<file path="src/rtl/ctm_pkg.sv">
package ctm_pkg;
   localparam int unsigned NCH_LIMIT = 5;
   localparam int unsigned HI_TOP    = 31;
   localparam int unsigned LO_TOP    = 15;

   localparam logic [7:0] OFS_COUNT    = 8'h00;
   localparam logic [7:0] OFS_OUT_EN   = 8'h10;
   localparam logic [7:0] OFS_OUT_LVL  = 8'h14;
   localparam logic [7:0] OFS_IRQ_MASK = 8'h20;
   localparam logic [7:0] OFS_STAT_SET = 8'h24;
   localparam logic [7:0] OFS_STAT_CLR = 8'h28;
   localparam logic [7:0] OFS_IRQ_EN   = 8'h2C;
   localparam logic [7:0] OFS_CMP_BASE = 8'h80;
   localparam logic [7:0] OFS_MSK_BASE = 8'hC0;

   typedef struct packed {
      logic        wr;
      logic        rd;
      logic [7:0]  addr;
      logic [31:0] data;
   } acc_t;
endpackage

</file>
<file path="src/rtl/ctm_chan.sv">
module ctm_chan #(
   parameter int unsigned CNT_W = 32
) (
   input  logic             clk,
   input  logic             rst_n,
   input  logic [CNT_W-1:0] cnt,
   input  logic [CNT_W-1:0] cmp,
   input  logic [CNT_W-1:0] msk,
   input  logic             oe,
   input  logic             lvl,
   output logic             evt,
   output logic             pin
);
   logic hit, hit_q;

   // equal on every bit whose mask bit is clear
   assign hit = ((cnt ^ cmp) & ~msk) == '0;

   // reset to 1 so a match already present at reset release is not an event
   always_ff @(posedge clk) begin
      if (!rst_n) hit_q <= 1'b1;
      else        hit_q <= hit;
   end

   assign evt = hit & ~hit_q;
   assign pin = oe & (hit ? lvl : ~lvl);
endmodule

</file>
<file path="src/rtl/ctm_regs.sv">
module ctm_regs
   import ctm_pkg::*;
#(
   parameter int unsigned NCH   = 5,
   parameter int unsigned CNT_W = 32
) (
   input  logic                       clk,
   input  logic                       rst_n,
   input  acc_t                       acc,
   input  logic [NCH-1:0]             hit_evt,
   output logic [CNT_W-1:0]           cnt_q,
   output logic [NCH-1:0][CNT_W-1:0]  cmp_q,
   output logic [NCH-1:0][CNT_W-1:0]  msk_q,
   output logic [NCH-1:0]             oe_q,
   output logic [NCH-1:0]             ol_q,
   output logic [NCH-1:0]             imask_q,
   output logic [NCH-1:0]             stat_q,
   output logic [NCH-1:0]             ien_q,
   output logic [31:0]                rdata_q,
   output logic                       rvalid_q
);
   function automatic logic [NCH-1:0] take_field(logic [31:0] d, int unsigned top);
      logic [NCH-1:0] r;
      for (int i = 0; i < NCH; i++) r[i] = d[top-i];
      return r;
   endfunction

   function automatic logic [31:0] give_field(logic [NCH-1:0] v, int unsigned top);
      logic [31:0] r;
      r = '0;
      for (int i = 0; i < NCH; i++) r[top-i] = v[i];
      return r;
   endfunction

   logic wr_cnt, wr_oe, wr_ol, wr_im, wr_set, wr_clr, wr_ien;
   logic [NCH-1:0] lo_bits, hi_bits, set_v, clr_v, stat_nxt;
   logic [31:0] rd_mux;

   assign wr_cnt = acc.wr && acc.addr == OFS_COUNT;
   assign wr_oe  = acc.wr && acc.addr == OFS_OUT_EN;
   assign wr_ol  = acc.wr && acc.addr == OFS_OUT_LVL;
   assign wr_im  = acc.wr && acc.addr == OFS_IRQ_MASK;
   assign wr_set = acc.wr && acc.addr == OFS_STAT_SET;
   assign wr_clr = acc.wr && acc.addr == OFS_STAT_CLR;
   assign wr_ien = acc.wr && acc.addr == OFS_IRQ_EN;

   assign lo_bits = take_field(acc.data, LO_TOP);
   assign hi_bits = take_field(acc.data, HI_TOP);
   assign set_v   = wr_set ? lo_bits : '0;
   assign clr_v   = wr_clr ? lo_bits : '0;
   // hardware events are ORed after the clear so none is lost
   assign stat_nxt = (stat_q & ~clr_v) | set_v | hit_evt;

   always_ff @(posedge clk) begin
      if (!rst_n) begin
         cnt_q   <= '0;
         oe_q    <= '0;
         ol_q    <= '0;
         imask_q <= '0;
         stat_q  <= '0;
         ien_q   <= '0;
      end else begin
         cnt_q  <= wr_cnt ? acc.data[CNT_W-1:0] : cnt_q + 1'b1;
         stat_q <= stat_nxt;
         if (wr_oe)  oe_q    <= hi_bits;
         if (wr_ol)  ol_q    <= hi_bits;
         if (wr_im)  imask_q <= lo_bits;
         if (wr_ien) ien_q   <= lo_bits;
      end
   end

   for (genvar g = 0; g < NCH; g++) begin : g_cmp
      localparam logic [7:0] CMP_OFS = OFS_CMP_BASE + 8'(4 * g);
      localparam logic [7:0] MSK_OFS = OFS_MSK_BASE + 8'(4 * g);
      always_ff @(posedge clk) begin
         if (!rst_n) begin
            cmp_q[g] <= '0;
            msk_q[g] <= '0;
         end else begin
            if (acc.wr && acc.addr == CMP_OFS) cmp_q[g] <= acc.data[CNT_W-1:0];
            if (acc.wr && acc.addr == MSK_OFS) msk_q[g] <= acc.data[CNT_W-1:0];
         end
      end
   end

   always_comb begin
      rd_mux = '0;
      case (acc.addr)
         OFS_COUNT:    rd_mux = 32'(cnt_q);
         OFS_OUT_EN:   rd_mux = give_field(oe_q, HI_TOP);
         OFS_OUT_LVL:  rd_mux = give_field(ol_q, HI_TOP);
         OFS_IRQ_MASK: rd_mux = give_field(imask_q, LO_TOP);
         OFS_STAT_SET: rd_mux = give_field(stat_q, LO_TOP);
         OFS_IRQ_EN:   rd_mux = give_field(ien_q, LO_TOP);
         default: begin
            for (int i = 0; i < NCH; i++) begin
               if (acc.addr == OFS_CMP_BASE + 8'(4 * i)) rd_mux = 32'(cmp_q[i]);
               if (acc.addr == OFS_MSK_BASE + 8'(4 * i)) rd_mux = 32'(msk_q[i]);
            end
         end
      endcase
   end

   always_ff @(posedge clk) begin
      if (!rst_n) begin
         rdata_q  <= '0;
         rvalid_q <= 1'b0;
      end else begin
         rvalid_q <= acc.rd;
         if (acc.rd) rdata_q <= rd_mux;
      end
   end
endmodule

</file>
<file path="src/rtl/ctm_top.sv">
module ctm_top
   import ctm_pkg::*;
#(
   parameter int unsigned NCH   = 5,
   parameter int unsigned CNT_W = 32
) (
   input  logic           clk,
   input  logic           rst_n,
   input  logic           bus_valid,
   input  logic           bus_write,
   input  logic [7:0]     bus_addr,
   input  logic [3:0]     bus_be,
   input  logic [31:0]    bus_wdata,
   output logic [31:0]    bus_rdata,
   output logic           bus_rvalid,
   output logic [NCH-1:0] tmr_out,
   output logic [NCH-1:0] tmr_irq
);
   if (NCH < 1 || NCH > NCH_LIMIT) begin : g_bad_nch
      $error("ctm_top: NCH must be 1..5");
   end
   if (CNT_W < 2 || CNT_W > 32) begin : g_bad_cntw
      $error("ctm_top: CNT_W must be 2..32");
   end

   acc_t acc;
   logic legal;
   logic [CNT_W-1:0]          cnt_q;
   logic [NCH-1:0][CNT_W-1:0] cmp_q, msk_q;
   logic [NCH-1:0]            oe_q, ol_q, imask_q, stat_q, ien_q, hit_evt;

   assign legal    = bus_valid && bus_be == 4'hF;
   assign acc.wr   = legal && bus_write;
   assign acc.rd   = legal && !bus_write;
   assign acc.addr = bus_addr;
   assign acc.data = bus_wdata;

   ctm_regs #(.NCH(NCH), .CNT_W(CNT_W)) u_regs (
      .clk(clk), .rst_n(rst_n), .acc(acc), .hit_evt(hit_evt),
      .cnt_q(cnt_q), .cmp_q(cmp_q), .msk_q(msk_q),
      .oe_q(oe_q), .ol_q(ol_q), .imask_q(imask_q), .stat_q(stat_q), .ien_q(ien_q),
      .rdata_q(bus_rdata), .rvalid_q(bus_rvalid)
   );

   for (genvar g = 0; g < NCH; g++) begin : g_chan
      ctm_chan #(.CNT_W(CNT_W)) u_chan (
         .clk(clk), .rst_n(rst_n), .cnt(cnt_q),
         .cmp(cmp_q[g]), .msk(msk_q[g]),
         .oe(oe_q[g]), .lvl(ol_q[g]),
         .evt(hit_evt[g]), .pin(tmr_out[g])
      );
   end

   assign tmr_irq = stat_q & imask_q;
endmodule

</file>
<file path="config.mk">
export PLATFORM = sky130hd
export DESIGN_NAME = ctm_top
export DESIGN_NICKNAME = d
export VERILOG_FILES = /design/src/rtl/ctm_pkg.sv /design/src/rtl/ctm_chan.sv /design/src/rtl/ctm_regs.sv /design/src/rtl/ctm_top.sv
export SDC_FILE = /design/constraint.sdc
export NUM_CORES = 1
export LEC_CHECK = 0
export ABC_AREA = 1
export BUFFER_PORTS_ARGS = -buffer_cell sky130_fd_sc_hd__buf_2
export CAP_MARGIN = 20
export CELL_PAD_IN_SITES_DETAIL_PLACEMENT = 0
export CELL_PAD_IN_SITES_GLOBAL_PLACEMENT = 1
export CORE_MARGIN = 8
export CORE_UTILIZATION = 40
export DETAILED_ROUTE_END_ITERATION = 16
export HOLD_SLACK_MARGIN = 0.05
export MAX_ROUTING_LAYER = met4
export PLACE_DENSITY = 0.81
export REMOVE_ABC_BUFFERS = 1
export SLEW_MARGIN = 20
export SYNTH_ARGS = -nofsm -noshare
export SYNTH_HDL_FRONTEND = slang
export SYNTH_SLANG_ARGS = --single-unit
</file>
<file path="constraint.sdc">
create_clock -name clk -period 1.9 [get_ports clk]
set_clock_uncertainty 0.1 [all_clocks]
set_input_delay 0.38 -clock clk [delete_from_list [all_inputs] [get_ports clk]]
set_output_delay 0.38 -clock clk [all_outputs]
set_load 0.02 [all_outputs]
</file>
==> qor.yml <==
synthesis:
  yosys.area.top_type: "dfxtp_1"
  yosysUniqueCellTypes: 39
  syn_area_mm2: 0.0204
  yosys.area.top_type_share_pct: 40.8
  yosys_register_bits: 415
  netlist_instances: 2949
  syn_avg_cell_area_um2: 6.91
  ys.flop_type: "dfxtp_1"
  yosysSeqAreaShare_pct: 40.8
  async_flop_share_pct: 0
  yosysMostFrequentCell: "a21oi_1"
  synth_edf_count: 0
  synthTopCellsByArea: "dfxtp_1 41%, a21oi_1 12%, o21ai_0 9.6%"
  ys_top_cells_by_count: "469 x a21oi_1, 441 x nand2_1, 415 x dfxtp_1"
  yosys_warnings: 0
routing:
  via_per_inst: 5.57
  drt-total-wl_um: 88300
  drtIter0Drc: 2446
  drc: 0
  wl_per_cell_um: 21.1
  wl_met1_um: 36700
  routed-wl-met2_um: 39500
  dr.pass1.iters: 8
  drtAntennaViolNets: 0
  highest_layer: "met4"
  dr_wl_met3_um: 7740
  vias: 23300
timing:
  fin_crit_ns: 3.01
  worst_slack_ns: -1.11
  slew_viol_final: 0
  grt_setup_unrepaired: "yes"
  worst_pin_slew_ns: 0.620
  setup_viol: 27
  hold_violations: 0
  max-slew-margin-rel_pct: 58.6
  post-route-period-util_pct: 158
  max_freq_mhz: 332
cells_and_area:
  num-nets-final: 3530
  n_fill_cell: 4747
  fin_util_pct: 56.9
  syn_to_final_growth_pct: 40.3
  drive_gt1_share_pct: 27.0
global_route:
  antenna_found_initial: 0
  overflow: 0
  grt_max_degree: 132
  grt_pass1_wl_um: 133000
  grt_pass1_vias: 22300
  grt_util_all_layers_pct: 29.7
clock_network:
  clkTransAtPathRegs_ns: 0.06
  clock_latency_ns: 0.61
  cts.sinks: 415
  htree_levels: 2
  cts_tree: "done"
  numCtsBuffers: 48
  root_buffer: "clkbuf_16"
  clock_path_buffers: 3
hold_path:
  hold_class: "in2reg"
critical_path:
  crit_type: "reg2out"
  arrival_ns: 2.53
  crit_path_start_kind: "flop"
  cp_max_fo: 5
  required_ns: 1.42
  end_kind: "primary output"
floorplanning:
  dieArea_mm2: 0.0584
  core-area_mm2: 0.0503
  rows: 82
  ios: 91
  die_x_um: 242
  start_util_pct: 40.6
  die_h_um: 242
power_and_ir_drop:
  irDropWorstVdd_mv: 0.582
  p_leak_nw: 12.3
  pwr_density_cell_mw_per_mm2: 681
  power.total_mw: 19.5
status:
  violations: "setup timing"
  status: "finished, violations left"
run:
  drv_cap: 0
place:
  dp_hpwl_um: 62000
  port_buffers: 90
  place.gp.congestion: 0.974
[through the flow]
stage / setup slack, ns / TNS (ns) / cells / hold slack, ns / area [um^2]
3_5_place_dp: -0.789 / -104.47 / 4058 / 0.389 / 25800
3_3_place_gp: -0.810 / -84.44 / 4058 / 0.380 / 25800
6_report: -1.11 / -7.10 / 4192 / 0.0935 / 28600
4_1_cts: -1.10 / -9.02 / 4180 / 0.0613 / 28100
5_1_grt: -1.25 / -9.69 / 4191 / 0.106 / 28600
2_1_floorplan: -3.00 / -581.72 / 2733 / 0.350 / 19500
[flip-flops by register name (all words and copies together) (netlist names)]
register,flops
u_regs.cnt_q,32
u_regs.ol_q,5
u_regs.oe_q,5
u_regs.cmp_q,160
u_regs.rvalid_q,1
u_regs.stat_q,5
u_regs.ien_q,5
g_chan.u_chan.hit_q,5
u_regs.imask_q,5
u_regs.msk_q,160
u_regs.rdata_q,32
[report_power, final]
group,switching [mW],internal (mW),total [mW]
clock network,3.97,5.66,9.62
registers,0.0241,8.72,8.75
logic,0.704,0.397,1.10
total,4.70,14.8,19.5
[what timing repair did]
item                                   CTS  global route
setup endpoints to repair               35            35
setup buffers                           18            25
hold buffers                            18             0
gates resized for setup                119           150
gates cloned                             0             0
pin swaps                               35            64
endpoints found under the hold margin   26             0
[cells in the final DEF (no fill, tap or decap), types with 21 or more instances in the layout]
cell,Yosys,routed
nand2_1,441,417
buf_2,66,84
clkbuf_16,0,49
inv_2,11,21
nor2_2,11,26
buf_12,0,57
nor2_1,295,253
inv_1,182,171
buf_4,8,504
nand2_2,1,21
o21ai_0,390,368
buf_6,0,33
nand3_1,149,135
xnor2_1,77,75
nand4_1,68,68
o21ai_1,47,65
o22ai_1,23,22
dfxtp_1,415,388
a21oi_1,469,465
nor2_4,6,33
[worst paths after layout]
check             startpoint                to  slack [ns]  cells after the start
max          u_regs.cnt_q[2]        tmr_out[4]       -1.11                     14
min             bus_wdata[6]   u_regs.cnt_q[6]        0.09                      3
max reg2reg  u_regs.cnt_q[0]  u_regs.cnt_q[22]       -0.19                     16
min reg2reg  u_regs.ien_q[2]   u_regs.ien_q[2]        0.40                      2
[layout make-up]
type	count	area (um^2)	share of cell area, %
Antenna cell	1	2.50	0.00875
Clock buffer	66	1350	4.72
Clock inverter	22	258	0.901
Inverter	212	796	2.78
Multi-Input combinational cell	2106	11100	38.7
Sequential cell	415	8370	29.3
Tap cell	672	841	2.94
Timing Repair Buffer	698	5930	20.7
[metal layers]
| metal | global-route usage (%) | up-vias |
|---|---|---|
| li1 | - | 11000 |
| met1 | 37.9 | 11000 |
| met2 | 46.1 | 1127 |
| met3 | 4.61 | 250 |
| met4 | 13.3 | 0 |
| met5 | - | - |
[cells by family (layout without fill, tap and decap cells)]
group | count (synthesis) | in the layout | share of synthesized area, %
adder cells (fa/ha/maj) | 1 | 1 | 0.0614
other | 0 | 1 | 0
AO/OA/AOI/OAI | 984 | 984 | 25.0
AND/OR/NAND/NOR | 1030 | 1030 | 21.9
flip-flops | 415 | 415 | 40.8
XOR/XNOR | 91 | 91 | 3.91
buffers and inverters | 428 | 998 | 8.43
[worst max-delay path, stage by stage, from the launching register on]
cell and delay (ns):
dfxtp_4 0.36, buf_6 0.12, nor2_4 0.07, nor2_2 0.03, nand2_1 0.07, o21ai_1 0.06
nor2_1 0.16, nand4_1 0.24, nor2_1 0.20, nand2_1 0.11, nand2_1 0.08, nand2_1 0.04
nor2_1 0.12, buf_4 0.15, buf_6 0.11
(Power assumes the default switching activity.)
